### src/rtl/uirq_pkg.sv
package uirq_pkg;

    typedef enum logic [1:0] {
        TO_IDLE,
        TO_COUNT,
        TO_FIRED
    } tmo_state_e;

    localparam logic [4:0] A_DATA  = 5'h00;
    localparam logic [4:0] A_LEVEL = 5'h04;
    localparam logic [4:0] A_STAT  = 5'h08;
    localparam logic [4:0] A_CTRL  = 5'h0C;
    localparam logic [4:0] A_RATE  = 5'h10;

    localparam int ST_W      = 7;
    localparam int CTRL_W    = 22;
    localparam int RATE_W    = 8;
    localparam int LVL_W     = 8;

    localparam int C_TXTRIG  = 0;
    localparam int C_RXTRIG  = 2;
    localparam int C_TXIE    = 5;
    localparam int C_RXIE    = 6;
    localparam int C_ERRIE   = 7;
    localparam int C_CTS_EN  = 14;
    localparam int C_CTS_INV = 15;
    localparam int C_TMO     = 16;
    localparam int C_RTS_EN  = 18;
    localparam int C_RTS_LVL = 19;
    localparam int C_RTS_INV = 21;

    // write-1-to-clear bits of the status word: 0, 3, 4, 5
    localparam logic [ST_W-1:0] W1C_MASK = 7'b0111001;

    function automatic logic [LVL_W-1:0] rx_trig_lvl(input logic [2:0] code);
        case (code)
            3'd0:    return 8'd1;
            3'd1:    return 8'd4;
            3'd2:    return 8'd8;
            3'd3:    return 8'd16;
            3'd4:    return 8'd32;
            default: return 8'd48;
        endcase
    endfunction

    function automatic logic [LVL_W-1:0] tx_trig_lvl(input logic [1:0] code);
        case (code)
            2'd0:    return 8'd0;
            2'd1:    return 8'd4;
            2'd2:    return 8'd8;
            default: return 8'd16;
        endcase
    endfunction

    function automatic logic [LVL_W-1:0] rts_lvl(input logic [1:0] code);
        case (code)
            2'd0:    return 8'd8;
            2'd1:    return 8'd16;
            2'd2:    return 8'd32;
            default: return 8'd48;
        endcase
    endfunction

    function automatic logic [LVL_W-1:0] tmo_chars(input logic [1:0] code);
        case (code)
            2'd0:    return 8'd0;
            2'd1:    return 8'd4;
            2'd2:    return 8'd8;
            default: return 8'd16;
        endcase
    endfunction

endpackage

### src/rtl/uirq_fifo.sv
module uirq_fifo #(
    parameter int W     = 8,
    parameter int DEPTH = 64,
    localparam int AW   = $clog2(DEPTH),
    localparam int CW   = $clog2(DEPTH + 1)
) (
    input  logic          clk,
    input  logic          rst_n,
    input  logic          push,
    input  logic [W-1:0]  din,
    input  logic          pop,
    output logic [W-1:0]  head,
    output logic [CW-1:0] count,
    output logic          full,
    output logic          empty
);

    logic [W-1:0]  mem [DEPTH];
    logic [AW-1:0] wptr, rptr;
    logic          do_push, do_pop;

    always_comb begin
        full    = (count == CW'(DEPTH));
        empty   = (count == '0);
        do_pop  = pop && !empty;
        do_push = push && (!full || do_pop);
        head    = mem[rptr];
    end

    always_ff @(posedge clk) begin
        if (do_push) mem[wptr] <= din;
    end

    always_ff @(posedge clk or negedge rst_n) begin
        if (!rst_n) begin
            wptr  <= '0;
            rptr  <= '0;
            count <= '0;
        end else begin
            if (do_push) wptr <= wptr + AW'(1);
            if (do_pop)  rptr <= rptr + AW'(1);
            unique case ({do_push, do_pop})
                2'b10:   count <= count + CW'(1);
                2'b01:   count <= count - CW'(1);
                default: count <= count;
            endcase
        end
    end

    // never beyond capacity, and a push into a full queue leaves the count alone
    assert_no_overflow_R4: assert property (@(posedge clk) disable iff (!rst_n)
        count <= CW'(DEPTH));
    assert_full_hold_R5: assert property (@(posedge clk) disable iff (!rst_n)
        (push && full && !pop) |=> (count == CW'(DEPTH)));

endmodule

### src/rtl/uirq_idle_timer.sv
module uirq_idle_timer
    import uirq_pkg::*;
#(
    parameter int BITS_PER_CHAR = 10,
    parameter int MAX_CHARS     = 16,
    localparam int BW           = $clog2(BITS_PER_CHAR),
    localparam int CHW          = $clog2(MAX_CHARS + 1)
) (
    input  logic       clk,
    input  logic       rst_n,
    input  logic [1:0] code,
    input  logic       rx_nonempty,
    input  logic       activity,
    input  logic       baud_tick,
    output logic       expired
);

    tmo_state_e     state, nstate;
    logic [BW-1:0]  bit_cnt;
    logic [CHW-1:0] chr_cnt;
    logic [CHW-1:0] limit;
    logic           enabled, char_done, reached;

    always_comb begin
        limit     = CHW'(tmo_chars(code));
        enabled   = (code != 2'd0);
        char_done = baud_tick && (bit_cnt == BW'(BITS_PER_CHAR - 1));
        reached   = char_done && ((chr_cnt + CHW'(1)) == limit);
    end

    always_comb begin
        nstate = state;
        unique case (state)
            TO_IDLE:
                if (enabled && rx_nonempty) nstate = TO_COUNT;
            TO_COUNT:
                if (!enabled || !rx_nonempty) nstate = TO_IDLE;
                else if (activity)            nstate = TO_COUNT;
                else if (reached)             nstate = TO_FIRED;
            TO_FIRED:
                if (!enabled || !rx_nonempty) nstate = TO_IDLE;
                else if (activity)            nstate = TO_COUNT;
            default: nstate = TO_IDLE;
        endcase
    end

    always_ff @(posedge clk or negedge rst_n) begin
        if (!rst_n) state <= TO_IDLE;
        else        state <= nstate;
    end

    always_ff @(posedge clk or negedge rst_n) begin
        if (!rst_n) begin
            bit_cnt <= '0;
            chr_cnt <= '0;
        end else if (state != TO_COUNT || activity) begin
            bit_cnt <= '0;
            chr_cnt <= '0;
        end else if (baud_tick) begin
            if (char_done) begin
                bit_cnt <= '0;
                chr_cnt <= chr_cnt + CHW'(1);
            end else begin
                bit_cnt <= bit_cnt + BW'(1);
            end
        end
    end

    always_comb begin
        expired = (state == TO_FIRED);
    end

    // the timeout only appears after data was waiting, and vanishes once disabled
    assert_fire_needs_data_R9: assert property (@(posedge clk) disable iff (!rst_n)
        $rose(expired) |-> $past(rx_nonempty));
    assert_off_when_disabled_R9: assert property (@(posedge clk) disable iff (!rst_n)
        !enabled |=> !expired);

endmodule

### src/rtl/uirq_irq_status.sv
module uirq_irq_status
    import uirq_pkg::*;
(
    input  logic            clk,
    input  logic            rst_n,
    input  logic            set_tx,
    input  logic            sw_tx_set,
    input  logic            set_fe,
    input  logic            set_brk,
    input  logic            set_oe,
    input  logic [ST_W-1:0] clr,
    input  logic            trig,
    input  logic            tmo,
    input  logic            en_tx,
    input  logic            en_rx,
    input  logic            en_err,
    output logic [ST_W-1:0] status,
    output logic            irq
);

    logic tx_l, fe_l, brk_l, oe_l;

    always_ff @(posedge clk or negedge rst_n) begin
        if (!rst_n) begin
            tx_l  <= 1'b0;
            fe_l  <= 1'b0;
            brk_l <= 1'b0;
            oe_l  <= 1'b0;
        end else begin
            tx_l  <= set_tx || sw_tx_set || (tx_l && !clr[0]);
            fe_l  <= set_fe  || (fe_l  && !clr[3]);
            brk_l <= set_brk || (brk_l && !clr[4]);
            oe_l  <= set_oe  || (oe_l  && !clr[5]);
        end
    end

    always_comb begin
        status = {1'b0, oe_l, brk_l, fe_l, tmo, trig, tx_l};
        irq    = (en_tx && tx_l) || (en_rx && (trig || tmo)) ||
                 (en_err && (fe_l || brk_l || oe_l));
    end

    // overrun stays latched until cleared
    assert_oe_sticky_R4: assert property (@(posedge clk) disable iff (!rst_n)
        (status[5] && !clr[5]) |=> status[5]);
    // write-1 clears framing when no new framing event arrives
    assert_w1c_frame_R8: assert property (@(posedge clk) disable iff (!rst_n)
        (clr[3] && !set_fe) |=> !status[3]);
    // no interrupt without some enable
    assert_irq_needs_enable_R10: assert property (@(posedge clk) disable iff (!rst_n)
        irq |-> (en_tx || en_rx || en_err));

endmodule

### src/rtl/uart_irq_ctl.sv
module uart_irq_ctl
    import uirq_pkg::*;
#(
    parameter int FIFO_DEPTH    = 64,
    parameter int BITS_PER_CHAR = 10,
    localparam int CW           = $clog2(FIFO_DEPTH + 1)
) (
    input  logic        clk,
    input  logic        rst_n,
    input  logic        bus_sel,
    input  logic        bus_wr,
    input  logic [4:0]  bus_addr,
    input  logic [31:0] bus_wdata,
    output logic [31:0] bus_rdata,
    input  logic        rx_push,
    input  logic [7:0]  rx_byte,
    input  logic        rx_ferr,
    input  logic        rx_brk,
    input  logic        tx_pop,
    output logic [7:0]  tx_byte,
    output logic        tx_avail,
    input  logic        baud_tick,
    input  logic        cts_in,
    output logic        rts_out,
    output logic        irq
);

    logic [CTRL_W-1:0] ctrl_q;
    logic [RATE_W-1:0] rate_q;

    logic            rd_data, wr_data, wr_stat, wr_ctrl, wr_rate;
    logic [9:0]      rx_head;
    logic [CW-1:0]   rx_cnt, tx_cnt;
    logic            rx_full, rx_empty, tx_full, tx_empty;
    logic [LVL_W-1:0] rx_lvl, tx_lvl;
    logic            rx_acc, rx_take, tx_allow, tx_take;
    logic            set_tx, set_oe, trig, tmo, rts_ready;
    logic [ST_W-1:0] status, clr;
    logic            unused_bits;

    always_comb begin
        rd_data = bus_sel && !bus_wr && (bus_addr == A_DATA);
        wr_data = bus_sel &&  bus_wr && (bus_addr == A_DATA);
        wr_stat = bus_sel &&  bus_wr && (bus_addr == A_STAT);
        wr_ctrl = bus_sel &&  bus_wr && (bus_addr == A_CTRL);
        wr_rate = bus_sel &&  bus_wr && (bus_addr == A_RATE);
        unused_bits = ^bus_wdata[31:CTRL_W];
    end

    always_ff @(posedge clk or negedge rst_n) begin
        if (!rst_n) begin
            ctrl_q <= '0;
            rate_q <= '0;
        end else begin
            if (wr_ctrl) ctrl_q <= bus_wdata[CTRL_W-1:0];
            if (wr_rate) rate_q <= bus_wdata[RATE_W-1:0];
        end
    end

    uirq_fifo #(.W(10), .DEPTH(FIFO_DEPTH)) u_rxq (
        .clk   (clk),
        .rst_n (rst_n),
        .push  (rx_push),
        .din   ({rx_brk, rx_ferr, rx_byte}),
        .pop   (rd_data),
        .head  (rx_head),
        .count (rx_cnt),
        .full  (rx_full),
        .empty (rx_empty)
    );

    uirq_fifo #(.W(8), .DEPTH(FIFO_DEPTH)) u_txq (
        .clk   (clk),
        .rst_n (rst_n),
        .push  (wr_data),
        .din   (bus_wdata[7:0]),
        .pop   (tx_pop && tx_allow),
        .head  (tx_byte),
        .count (tx_cnt),
        .full  (tx_full),
        .empty (tx_empty)
    );

    always_comb begin
        rx_lvl    = LVL_W'(rx_cnt);
        tx_lvl    = LVL_W'(tx_cnt);
        rx_take   = rd_data && !rx_empty;
        rx_acc    = rx_push && (!rx_full || rx_take);
        tx_allow  = !ctrl_q[C_CTS_EN] || (cts_in ^ ctrl_q[C_CTS_INV]);
        tx_avail  = !tx_empty && tx_allow;
        tx_take   = tx_pop && tx_avail;
        set_tx    = tx_take && ((tx_lvl - LVL_W'(1)) <= tx_trig_lvl(ctrl_q[C_TXTRIG +: 2]));
        set_oe    = rx_push && rx_full && !rx_take;
        trig      = rx_lvl >= rx_trig_lvl(ctrl_q[C_RXTRIG +: 3]);
        clr       = wr_stat ? (bus_wdata[ST_W-1:0] & W1C_MASK) : '0;
        rts_ready = !ctrl_q[C_RTS_EN] || (rx_lvl < rts_lvl(ctrl_q[C_RTS_LVL +: 2]));
        rts_out   = rts_ready ^ ctrl_q[C_RTS_INV];
    end

    uirq_idle_timer #(.BITS_PER_CHAR(BITS_PER_CHAR), .MAX_CHARS(16)) u_idle (
        .clk         (clk),
        .rst_n       (rst_n),
        .code        (ctrl_q[C_TMO +: 2]),
        .rx_nonempty (!rx_empty),
        .activity    (rx_acc || rx_take),
        .baud_tick   (baud_tick),
        .expired     (tmo)
    );

    uirq_irq_status u_stat (
        .clk       (clk),
        .rst_n     (rst_n),
        .set_tx    (set_tx),
        .sw_tx_set (wr_stat && bus_wdata[6]),
        .set_fe    (rx_acc && rx_ferr),
        .set_brk   (rx_acc && rx_brk),
        .set_oe    (set_oe),
        .clr       (clr),
        .trig      (trig),
        .tmo       (tmo),
        .en_tx     (ctrl_q[C_TXIE]),
        .en_rx     (ctrl_q[C_RXIE]),
        .en_err    (ctrl_q[C_ERRIE]),
        .status    (status),
        .irq       (irq)
    );

    always_comb begin
        case (bus_addr)
            A_DATA:  bus_rdata = rx_empty ? 32'h0000_0100
                               : {21'b0, rx_head[9], rx_head[8], 1'b0, rx_head[7:0]};
            A_LEVEL: bus_rdata = {16'b0, tx_lvl, rx_lvl};
            A_STAT:  bus_rdata = {{(32-ST_W){1'b0}}, status};
            A_CTRL:  bus_rdata = {{(32-CTRL_W){1'b0}}, ctrl_q};
            A_RATE:  bus_rdata = {{(32-RATE_W){1'b0}}, rate_q};
            default: bus_rdata = 32'b0;
        endcase
    end

    // a data-port read with no push lowers the receive level by one
    assert_pop_level_R3: assert property (@(posedge clk) disable iff (!rst_n)
        (rd_data && !rx_empty && !rx_push) |=> (rx_lvl == $past(rx_lvl) - LVL_W'(1)));
    // a data write into a full transmit queue leaves it full
    assert_tx_drop_R5: assert property (@(posedge clk) disable iff (!rst_n)
        (wr_data && tx_full && !tx_pop) |=> (tx_lvl == LVL_W'(FIFO_DEPTH)));
    // transmit data is never offered while clear-to-send blocks it
    assert_cts_gate_R11: assert property (@(posedge clk) disable iff (!rst_n)
        (ctrl_q[C_CTS_EN] && (cts_in == ctrl_q[C_CTS_INV])) |-> !tx_avail);

endmodule

### config.mk
export PLATFORM = sky130hd
export DESIGN_NAME = uart_irq_ctl
export DESIGN_NICKNAME = d
export VERILOG_FILES = /design/src/rtl/uirq_pkg.sv /design/src/rtl/uirq_fifo.sv /design/src/rtl/uirq_idle_timer.sv /design/src/rtl/uirq_irq_status.sv /design/src/rtl/uart_irq_ctl.sv
export SDC_FILE = /design/constraint.sdc
export NUM_CORES = 1
export LEC_CHECK = 0
export ABC_CLOCK_PERIOD_IN_PS = 4100
export BUFFER_PORTS_ARGS = -buffer_cell sky130_fd_sc_hd__buf_2
export CORE_ASPECT_RATIO = 1.1
export CORE_UTILIZATION = 50
export DETAILED_ROUTE_END_ITERATION = 7
export PLACE_DENSITY = 0.66
export SLEW_MARGIN = 0
export SYNTH_ARGS = -nofsm -noshare
export SYNTH_HDL_FRONTEND = slang
export SYNTH_SLANG_ARGS = --single-unit
### constraint.sdc
create_clock -name clk -period 4.1 [get_ports clk]
set_input_delay 0.615 -clock clk [delete_from_list [all_inputs] [get_ports clk]]
set_output_delay 0.615 -clock clk [all_outputs]
set_load 0.02 [all_outputs]
==> metrics.md, run 1 <==
| Metric | Value |
|---|---|
| Status | complete, but fails checks |
| Failing checks | DRC |
| Yosys cell types | 64 |
| CP bufs+invs | 2 |
| Dpl cell area | approximately 52,000 sq um |
| Area leader, netlist | edfxtp_1 |
| First-pass GRT wire length | around 170,000 microns |
| Rows | 120 |
| Met1 wire length | 44,200 microns |
| Max_cap viols | 0 |
| Die Height | around 330 microns |
| Syn Area/Cell | between 15 and 20 sq um |
| Number of synthesized flops with an enable pin | roughly 1,200 |
| H-tree depth | 3 |
| Core area | a little under 100,000 sq um |
| Initial Util | between 50% and 60% |
| Worst Path Max Fanout | 10 |
| Vias | around 25,000 |
| Slowest stage delay, CP | 0.54 ns |
| Pleak | between 0.015 and 0.02 uW |
| Final Max Tran Viols | 0 |
| Compound-cell area share of the yosys netlist | under 10% |
| Mux contribution to synthesized area | between 10% and 20% |
| Final Routed Wirelength | approximately 110,000 microns |
| Clk Latency, worst-skew pair | ~0.71 ns |
| Initial DRT Pass Iterations | 8 |
| Reg2Reg Depth | 11 |
| Max transition margin | 14.3% |
| Leading cell types by total area after synthesis | edfxtp_1, mux4_2, dfrtp_1, mux2i_1, nor2_1 |
| Synth Instances | 2,472 |
| Net Switching | 8840 uW |
| Hold Slack | 0.153 ns |
| WL met3 | 6110 microns |
| Pint | 24,300 uW |
| CTS Buffer Depth | 3 |
| PD cells | just under 600 nW/um^2 |
| Post-DP HPWL | 69,500 microns |
| Root Buffer | clkbuf_16 |
| Critical Path Stages | 7 |
| Warnings from Yosys | 0 |
| Num ports | 98 |
| Setup crit start kind | flop |
| Final Cycle Share | 99.7% |
| Worst-Margin Slew | between 1 and 1.5 ns |
| Final Hold Fails | 0 |
| Input/output buffers | between 70 and 80 |
| Clock network fraction of total power | approximately a third |
| DRT antenna net count | 0 |
| TritonCTS clock tree | built |
| Fraction of layout cells with a size suffix above 1 | between 20% and 30% |
| Register area share after synthesis | around 74% |
| DRC viols | 12 |
| Fill count | a little over 7,000 |
| Worst setup path class | flop to primary output |
| Routed vias/inst | a little under 6 |
| Hold Crit Class | input port to asynchronous set/reset pin |
| Worst clock skew | roughly 0.035 ns |
| RePlAce Congestion | about 0.84 |
| Comb power frac | roughly 22% |
| GRT Total Usage | between 20 and 25% |
| Worst vdd ir | approximately 430 uV |
| Number of global-route vias before repair | approximately 26,000 |
| Synth Area in XOR/XNOR | less than 1% |
| Setup violators final | 0 |
| Combinational family with the most area after synthesis | multiplexers |
| Crit end category | primary output |
| Net Sw Frac | 26.6% |
| CTS Hold Bufs | 0 |
| Req. time, crit path | ~3.5 ns |
| Fmax | roughly 240 MHz |
| DIE AREA | ~100,000 sq um |
| CTS Buf Count | 120 |
| Most frequent cells after synthesis | edfxtp_1, mux4_2, nor2_1 |
| CTS Sinks | 1,235 |
| Layout Nets | around 2,900 |
| CP startpoint | u_rxq.rptr[0]$_DFFE_PN0N_ |
| Top FF cell, synth | edfxtp_1 |
| CP Cell Sequence | buf_12 > mux4_2 > a22oi_2 > a21oi_2 > a222oi_1 > nand2_1 > buf_6 |
| Area share of the largest cell type after synthesis | 70.2% |
| Ys async rst share | around 6.7% |
| Reg2reg start | u_rxq.count[0]$_DFFE_PN0P_ |
| GRT overflow | 0 |
| Most frequent cell after synthesis | edfxtp_1 |
| Largest net degree at the start of global routing | 84 |
| Initial antenna violation count | 0 |
| Power share of the sequential group | between 40% and 50% |
| Finished Cell Area | 56,900 sq um |
| Tmin final | ~4.1 ns |
| Adder-Cell Fraction of Synth Area | less than 1% |
| Synth Register Bits | roughly 1,200 |
| Die Wd | around 300 microns |
| Util after Layout | 58.4% |
| Clk pin slew, worst setup/hold paths | 0.07 ns |
| Met2 routed WL | ~57,000 microns |
| Drt initial violations | 2,152 |
| Data arrival time of the worst path | about 3.5 ns |
| Wire per inst | between 20 and 30 microns |
| Cell area after synthesis | a little under 50,000 sq um |
| Area Growth Syn to Fin | 15.4% |
| Simple-gate area share of the yosys netlist | about 3.4% |
| Top layer in use | met4 |
| Crit-path leading delay family | compound AO/OA/AOI/OAI gates |
| CP max stage cell | a222oi_1 |
## cell usage in the layout (no fill, tap or decap), types with 10 or more instances in the layout
master / netlist / layout
mux2i_1: 110 / 103
a22o_1: 10 / 10
ha_1: 30 / 30
dfrtp_1: 83 / 77
clkbuf_16: 0 / 124
nand2_1: 82 / 82
nand4_1: 13 / 13
clkinv_1: 0 / 23
conb_1: 1 / 10
edfxtp_1: 1152 / 1152
a22oi_1: 23 / 21
clkbuf_1: 64 / 27
buf_12: 0 / 16
o221ai_1: 32 / 31
mux4_2: 284 / 284
o21ai_0: 29 / 29
buf_4: 25 / 211
bufinv_16: 0 / 13
mux2_2: 44 / 44
nand3b_1: 12 / 12
nor2_1: 166 / 166
xnor2_1: 24 / 24
a21oi_1: 47 / 40
o21ai_1: 13 / 13
xor2_1: 21 / 21
clkinv_2: 0 / 22
nand3_1: 26 / 26
inv_1: 18 / 18
buf_2: 29 / 73
## kinds of logic after synthesis
group	Yosys count
xor gates and xnor gates	45
muxes	439
DFF	1235
buffers and inverters	158
other	1
AOI/OAI and AO/OA	200
adders and majority gates	32
and+or+nand+nor	362
## metrics by stage
stage                     cells  TNS, ns  setup WS [ns]  total power [uW]
after floorplan            2481        0          0.804             19700
after global placement     3892        0          0.254             21900
after detailed placement   3892        0          0.266             22100
after CTS                  4138        0        0.00251             33200
after global routing       4162  -0.0268        -0.0255             34400
final                      4163        0         0.0122             33200
## registers in the layout, indices dropped and copies added, names as in the netlist
register and count:
u_stat.fe_l 1, rate_q 8, u_txq.wptr 6, u_stat.tx_l 1, u_rxq.count 7, u_stat.oe_l 1
u_rxq.wptr 6, u_stat.brk_l 1, u_txq.mem 512, u_txq.count 7, u_rxq.rptr 6, u_txq.rptr 6
u_rxq.mem 640, u_idle.state 2, ctrl_q 22, u_idle.chr_cnt 5, u_idle.bit_cnt 4
## timing repair
| item | in CTS | in global routing |
|---|---|---|
| pin swaps | 6 | 10 |
| gates resized for setup | 18 | 24 |
| cloned | 2 | 1 |
| setup endpoints to repair | 18 | 12 |
| buffers inserted | 19 | 23 |
## final cells by class
type | count | area, sq um | area share [%]
Clock inverter | 70 | 684 | 1.20
Clock buffer | 155 | 3250 | 5.71
Timing Repair Buffer | 315 | 2570 | 4.51
Multi-Input combinational cell | 1088 | 12000 | 21.1
Antenna cell | 1 | 2.50 | 0.00440
Tap cell | 1281 | 1600 | 2.82
Inverter | 18 | 67.6 | 0.119
Sequential cell | 1235 | 36700 | 64.5
## power groups by stage
stage / Combinational (uW) / Sequential, uW / Clock (uW)
2_1_floorplan: 5080 / 14600 / 0
3_3_place_gp: 6790 / 15100 / 0
3_5_place_dp: 6920 / 15100 / 0
4_1_cts: 7330 / 14800 / 11100
5_1_grt: 7920 / 14800 / 11600
6_report: 7440 / 14800 / 10900
## path summary, 6_finish.rpt
check,slack [ns],end
max in group asynchronous,3.02,u_rxq.rptr[2]$_DFFE_PN0N_
min,0.15,u_txq.rptr[1]$_DFFE_PN0P_
max,0.01,bus_rdata[9]
min in group clk,0.15,ctrl_q[13]$_DFFE_PN0P_
min reg2reg,0.48,u_rxq.rptr[5]$_DFFE_PN0N_
max reg2reg,0.64,u_rxq.count[6]$_DFFE_PN0P_
## per-layer routing
| layer | up-vias | global-route usage (%) |
|---|---|---|
| met5 | - | 0 |
| met4 | 0 | 7.86 |
| met3 | 188 | 3.08 |
| met2 | 811 | 38.1 |
| met1 | 13030 | 29.9 |
| li1 | 10713 | - |
Note: power is estimated with default switching activity, not from simulation.
==> run 2, diff against run 1 <==
--- a/config.mk
+++ b/config.mk
@@ -5,12 +5,12 @@
 export SDC_FILE = /design/constraint.sdc
 export NUM_CORES = 1
 export LEC_CHECK = 0
-export ABC_CLOCK_PERIOD_IN_PS = 4100
+export ABC_CLOCK_PERIOD_IN_PS = 4300
 export BUFFER_PORTS_ARGS = -buffer_cell sky130_fd_sc_hd__buf_2
 export CORE_ASPECT_RATIO = 1.1
-export CORE_UTILIZATION = 50
+export CORE_UTILIZATION = 30
 export DETAILED_ROUTE_END_ITERATION = 7
-export PLACE_DENSITY = 0.66
+export PLACE_DENSITY = 0.44
 export SLEW_MARGIN = 0
 export SYNTH_ARGS = -nofsm -noshare
 export SYNTH_HDL_FRONTEND = slang
==> constraint.sdc (replaced) <==
create_clock -name clk -period 4.3 [get_ports clk]
set_input_delay 0.645 -clock clk [delete_from_list [all_inputs] [get_ports clk]]
set_output_delay 0.645 -clock clk [all_outputs]
set_load 0.02 [all_outputs]
==> metrics.md, run 2 (synthesized netlist as in run 1, its figures left out) <==
| Metric | Value |
|---|---|
| Die Wd | 388 microns (was 301 microns) |
| Worst clock skew | 0.0273 ns (was 0.0346 ns) |
| Register area | 36,700 sq um (about the same) |
| Hold Slack | 0.0372 ns (was 0.153 ns) |
| Status | complete, no violations (was complete, but fails checks) |
| Post-DP HPWL | 81,400 microns (was 69,500 microns) |
| Footprint of the multi-input gates | 12,000 sq um (about the same) |
| Pleak | 0.0188 uW (was 0.0187 uW) |
| Worst-Margin Slew | 1.11 ns (was 1.29 ns) |
| Final Cycle Share | around 100% |
| DIE AREA | 166,000 sq um (was 99,800 sq um) |
| Top reg by flops | u_rxq.mem (unchanged) |
| Num ports | 98 (unchanged) |
| Worst Path Max Fanout | 13 (was 10) |
| Initial Util | 30.3% (was 50.6%) |
| Routed vias/inst | 4.88 (was 5.94) |
| Max FFs per register | 640 (unchanged) |
| First-pass GRT wire length | 183,000 microns (was 166,000 microns) |
| Req. time, crit path | 3.65 ns (was 3.48 ns) |
| Tmin final | approximately 4.2 ns |
| CP startpoint | u_rxq.rptr[0]$_DFFE_PN0N_ (unchanged) |
| Reg2reg start | u_txq.count[1]$_DFFE_PN0P_ (was u_rxq.count[0]$_DFFE_PN0P_) |
| Fraction of layout cells with a size suffix above 1 | 29.4% (was 29.8%) |
| Layout Nets | 2,874 (was 2,865) |
| Worst setup path class | flop to primary output (unchanged) |
| Fmax | 237 MHz |
| Max transition margin | 25.9% (was 14.3%) |
| Clk Latency, worst-skew pair | 0.76 ns (was 0.71 ns) |
| Max_cap viols | 0 (unchanged) |
| Final Max Tran Viols | 0 (unchanged) |
| Unrepaired setup endpoints after global routing | yes |
| Crit end category | primary output (unchanged) |
| Setup violators final | 0 (unchanged) |
| Wire per inst | 25.3 microns (was 26.6 microns) |
| CTS Buf Count | 138 (was 120) |
| Drt initial violations | 1,779 (was 2,152) |
| DRT antenna net count | 0 (unchanged) |
| PD cells | 558 nW/um^2 (was 584 nW/um^2) |
| GRT Total Usage | 15.3% (was 22.5%) |
| Core area | 163,000 sq um (was 97,400 sq um) |
| Input/output buffers | 77 (unchanged) |
| Rows | 155 (was 120) |
| Initial DRT Pass Iterations | 5 (was 8) |
| CTS Sinks | 1,235 (unchanged) |
| DRC viols | 0 (was 12) |
| Biggest regs | u_rxq.mem x640, u_txq.mem x512, ctrl_q x22 (unchanged) |
| Reg2Reg Depth | 11 (unchanged) |
| Worst vdd ir | 362 uV (was 428 uV) |
| Final Hold Fails | 0 (unchanged) |
| GRT overflow | 0 (unchanged) |
| CTS Buffer Depth | 3 (unchanged) |
| Setup crit start kind | flop (unchanged) |
| Clk pin slew, worst setup/hold paths | 0.06 ns (was 0.07 ns) |
| Number of global-route vias before repair | 26,018 (was 25,635) |
| Commonest cells after routing, fill and taps aside | edfxtp_1, mux4_2, buf_4, nor2_1, clkbuf_16 (unchanged) |
| Data arrival time of the worst path | 3.58 ns (was 3.47 ns) |
| Most common cell after layout, fill and taps aside | edfxtp_1 (unchanged) |
| Root Buffer | clkbuf_16 (unchanged) |
| H-tree depth | 4 (was 3) |
| Vias | 24,447 (was 24,742) |
| RePlAce Congestion | 0.782 (was 0.841) |
| Fill count | 15,035 (was 7,043) |
| Largest net degree at the start of global routing | 67 (was 84) |
| Initial antenna violation count | 2 (was 0) |
| TritonCTS clock tree | built (unchanged) |
| Final Routed Wirelength | 127,000 microns (was 111,000 microns) |
| Area Growth Syn to Fin | 17.8% (was 15.4%) |
| Hold Crit Class | input port to asynchronous set/reset pin (unchanged) |
| Die Height | 427 microns (was 331 microns) |
| Setup_tns | 0 ns (unchanged) |
| Pwr Total | 32,400 uW (was 33,200 uW) |
-- run 2: changes by cell type in the layout (fill, tap and decap cells not counted), moves of 4 or more --
cell,change
buf_4,-6
buf_6,-4
clkinv_2,-5
mux2i_2,-5
bufinv_16,-8
clkbuf_16,+21
clkbuf_1,+16
mux2i_1,+5
-- run 2: timing repair --
| action | 4_1_cts | 5_1_grt |
|---|---|---|
| endpoints found under the setup margin | 18 | 5 |
| buffers inserted | 12 | 2 |
| hold buffers | 0 | 0 |
| pin swaps | 0 | 1 |
| resized for setup | 14 | 12 |
| gates cloned | 2 | 1 |
-- run 2: where the power goes --
part	switching, uW	internal (uW)
Sequential	566	13500
Clock	4650	6460
Combinational	3720	3480
Total	8940	23500
-- run 2: area by class of cell --
cell class                      count  area share (%)
Clock buffer                      189            6.53
Clock inverter                     56           0.743
Tap cell                         2119            4.57
Inverter                           18           0.116
Timing Repair Buffer              306            4.21
Multi-Input combinational cell   1088            20.6
Antenna cell                        1         0.00431
Sequential cell                  1235            63.2
-- run 2: worst paths after layout --
kind,to,slack [ns]
worst min register to register,u_rxq.rptr[5]$_DFFE_PN0N_,0.50
min in group clk,ctrl_q[15]$_DFFE_PN0P_,0.13
max in group asynchronous,u_rxq.rptr[1]$_DFFE_PN0N_,3.33
worst max register to register,u_txq.count[6]$_DFFE_PN0P_,0.64
worst max-delay path,bus_rdata[6],0.08
worst min-delay path,u_txq.wptr[4]$_DFFE_PN0P_,0.04
-- run 2: through the flow --
step,std cells,instance area [sq um],utilization [%],setup WS [ns]
6_report,5012,58100,35.7,0.0775
5_1_grt,5011,58100,35.7,-0.0264
4_1_cts,5008,58000,35.6,-0.0509
3_5_place_dp,4750,53500,32.9,0.459
3_3_place_gp,4750,53500,32.9,0.466
2_1_floorplan,2481,49300,-,0.974
-- run 2: routing by layer --
metal	track usage, %	part of all wire [%]
met1	19.0	42
met2	27.1	52
met3	2.68	4.0
met4	4.60	2.5
met5	0	0
-- run 2: critical path: stages (launching register included) --
cell and delay [ns]:
dfrtp_4 0.46, buf_12 0.15, buf_4 0.17, buf_12 0.17
mux4_2 0.55, mux2i_2 0.35, a22oi_1 0.15, nand3_1 0.23
nand4_1 0.29, buf_2 0.26
==> run 3, diff against run 2 <==
--- a/config.mk
+++ b/config.mk
@@ -10,6 +10,7 @@
 export CORE_ASPECT_RATIO = 1.1
 export CORE_UTILIZATION = 30
 export DETAILED_ROUTE_END_ITERATION = 7
+export HOLD_SLACK_MARGIN = 0.15
 export PLACE_DENSITY = 0.44
 export SLEW_MARGIN = 0
 export SYNTH_ARGS = -nofsm -noshare
==> metrics.md, run 3 (synthesized netlist as in run 1, its figures left out) <==
| Metric | Value |
|---|---|
| Status | complete, no violations (unchanged) |
| Critical Path Stages | 11 (was 9) |
| Worst R2R End | u_txq.count[6]$_DFFE_PN0P_ (unchanged) |
| Min-delay src | bus_wdata[10] |
| R2R Setup Slk | 0.60 ns (was 0.64 ns) |
| Max_cap viols | 0 (unchanged) |
| Register area | 36,700 sq um (unchanged) |
| Commonest cells after routing, fill and taps aside | edfxtp_1, mux4_2, buf_4, nor2_1, clkbuf_16 (unchanged) |
| Initial DRT Pass Iterations | 5 (unchanged) |
| Die Wd | 388 microns (unchanged) |
| Number of global-route vias before repair | 26,090 (was 26,018) |
| Crit end category | primary output (unchanged) |
| Clk Latency, worst-skew pair | 0.76 ns (about the same) |
| GRT overflow | 0 (unchanged) |
| Hold Crit Class | input port to flop (was input port to asynchronous set/reset pin) |
| Most common cell after layout, fill and taps aside | edfxtp_1 (unchanged) |
| CTS Sinks | 1,235 (unchanged) |
| Top reg by flops | u_rxq.mem (unchanged) |
| Largest net degree at the start of global routing | 67 (unchanged) |
| Reg2reg start | u_txq.count[1]$_DFFE_PN0P_ (unchanged) |
| Fmax | 236 MHz (was 237 MHz) |
| Power share of the sequential group | 43.5% (about the same) |
| Root Buffer | clkbuf_16 (unchanged) |
| Input/output buffers | 77 (unchanged) |
| Layout Nets | 2,888 (was 2,874) |
| Footprint of the multi-input gates | 12,000 sq um (unchanged) |
| Max FFs per register | 640 (unchanged) |
| Final Worst Setup Slack | 0.0627 ns (was 0.0775 ns) |
| Data arrival time of the worst path | 3.59 ns (was 3.58 ns) |
| CP dominant cell by count | buf_4 (was buf_12) |
| Pint | 23,500 uW (about the same) |
| Num ports | 98 (unchanged) |
| Slowest stage delay, CP | 0.53 ns (was 0.55 ns) |
| Routed vias/inst | 4.88 (about the same) |
| DRC viols | 0 (unchanged) |
| Pleak | 0.0189 uW (was 0.0188 uW) |
| Net Sw Frac | 27.5% (was 27.6%) |
| CP max stage cell | mux4_2 (unchanged) |
| Comb power frac | 22.2% (about the same) |
| Area Growth Syn to Fin | 18.1% (was 17.8%) |
| Clk pin slew, worst setup/hold paths | 0.06 ns (about the same) |
| First-pass GRT wire length | 184,000 microns (was 183,000 microns) |
| Fraction of layout cells with a size suffix above 1 | 29.2% (was 29.4%) |
| Unrepaired setup endpoints after global routing | yes (unchanged) |
| Initial antenna violation count | 2 (unchanged) |
| Crit-path leading delay family | buffers and inverters (was multiplexers) |
| Setup crit end | bus_rdata[1] (was bus_rdata[6]) |
| Biggest regs | u_rxq.mem x640, u_txq.mem x512, ctrl_q x22 (unchanged) |
| Final Routed Wirelength | 127,000 microns (about the same) |
| Worst setup path class | flop to primary output (unchanged) |
| Initial Util | 30.3% (unchanged) |
| CTS Buffer Depth | 3 (unchanged) |
| Worst Path Max Fanout | 13 (unchanged) |
| TritonCTS clock tree | built (unchanged) |
| Max transition margin | 25.9% (about the same) |
| Reg2Reg Depth | 11 (unchanged) |
| Hold Slack | 0.218 ns (was 0.0372 ns) |
| Tmin final | 4.24 ns (was 4.22 ns) |
| RePlAce Congestion | 0.782 (unchanged) |
| Final Cycle Share | 98.5% (was 98.2%) |
| Drt initial violations | 1,716 (was 1,779) |
| Net Switching | 8930 uW (was 8940 uW) |
| PD cells | 557 nW/um^2 (was 558 nW/um^2) |
| Clock network fraction of total power | 34.3% (about the same) |
| DRT antenna net count | 0 (unchanged) |
| Rows | 155 (unchanged) |
| Vias | 24,537 (was 24,447) |
| CP bufs+invs | 6 (was 4) |
| Req. time, crit path | 3.65 ns (about the same) |
| Dpl ws | 0.459 ns (unchanged) |
| DIE AREA | 166,000 sq um (unchanged) |
| Setup crit start kind | flop (unchanged) |
| Setup violators final | 0 (unchanged) |
| CTS Buf Count | 138 (unchanged) |
| Die Height | 427 microns (unchanged) |
| Worst-Margin Slew | 1.11 ns (about the same) |
| Fill count | 15,029 (was 15,035) |
| Core area | 163,000 sq um (unchanged) |
| Wire per inst | 25.3 microns (about the same) |
| Final Max Tran Viols | 0 (unchanged) |
| GRT Total Usage | 15.3% (about the same) |
| Worst clock skew | 0.0257 ns (was 0.0273 ns) |
| CP startpoint | u_rxq.rptr[0]$_DFFE_PN0N_ (unchanged) |
| Worst vdd ir | 361 uV (was 362 uV) |
| Post-DP HPWL | 81,400 microns (unchanged) |
| CP Cell Sequence | buf_12 > buf_4 > buf_12 > mux4_2 > nand2_1 > o2111ai_1 > o311ai_2 > buf_4 > nand4_1 > buf_4 > buf_2 (was buf_12 > buf_4 > buf_12 > mux4_2 > mux2i_2 > a22oi_1 > nand3_1 > nand4_1 > buf_2) |
| Pwr Total | 32,400 uW (about the same) |
| Final Hold Fails | 0 (unchanged) |
| H-tree depth | 4 (unchanged) |
-- run 3: changes by cell type in the layout (fill, tap and decap cells not counted) --
| cell | before | now |
|---|---|---|
| dlygate4sd3_1 | 0 | 14 |
-- run 3: worst register-to-register path, stage by stage, from the launching register on --
cell     delay [ns]
dfrtp_1        0.51
or4_1          0.72
nor4_2         0.43
nor2_1         0.33
nand2_1        0.21
inv_1          0.14
ha_1           0.35
a21o_1         0.20
a21oi_1        0.22
o21ai_0        0.16
mux2i_1        0.21
xor2_1         0.17
-- run 3: what timing repair did --
action | in CTS | in global routing
resized for setup | 14 | 12
pin swaps | 0 | 1
setup endpoints to repair | 18 | 5
hold buffers | 14 | 0
endpoints found under the hold margin | 76 | 0
setup buffers | 12 | 2
cloned | 2 | 1
-- run 3: layer usage --
layer | up-vias | track usage (%) | share of wire (%)
met5 | - | 0 | 0
li1 | 10750 | - | -
met1 | 13099 | 19.1 | 42
met2 | 490 | 27.1 | 52
met3 | 198 | 2.69 | 3.8
met4 | 0 | 4.61 | 2.6
-- run 3: how the worst min path moves through the flow --
stage          cells after the start                         to  slack, ns
6_report                           2     ctrl_q[10]$_DFFE_PN0P_       0.22
5_1_grt                            2     ctrl_q[10]$_DFFE_PN0P_       0.21
4_1_cts                            2     ctrl_q[10]$_DFFE_PN0P_       0.16
3_5_place_dp                       1  u_rxq.rptr[5]$_DFFE_PN0N_       0.49
3_3_place_gp                       1  u_rxq.rptr[5]$_DFFE_PN0N_       0.47
2_1_floorplan                      0      ctrl_q[0]$_DFFE_PN0P_       0.35
-- run 3: final cells by class --
type                            count  share of cell area, %
Sequential cell                  1235                   63.0
Multi-Input combinational cell   1088                   20.6
Clock buffer                      189                   6.52
Tap cell                         2119                   4.56
Timing Repair Buffer              320                   4.44
Clock inverter                     56                  0.742
Inverter                           18                  0.116
Antenna cell                        1                0.00430
-- run 3: stage by stage --
step	cell area, sq um	setup TNS [ns]	std cells	util (%)
final	58200	0	5026	35.8
after global routing	58200	-0.0370	5025	35.8
after CTS	58100	-0.0787	5022	35.7
after detailed placement	53500	0	4750	32.9
after global placement	53500	0	4750	32.9
after floorplan	49300	0	2481	-
-- run 3: power groups by stage --
stage | Combinational, uW | Sequential (uW) | Clock (uW)
global route | 7710 | 14200 | 11900
detailed placement | 7060 | 14400 | 0
global placement | 6980 | 14400 | 0
finish | 7200 | 14100 | 11100
floorplan | 4850 | 13900 | 0
CTS | 7340 | 14100 | 11400
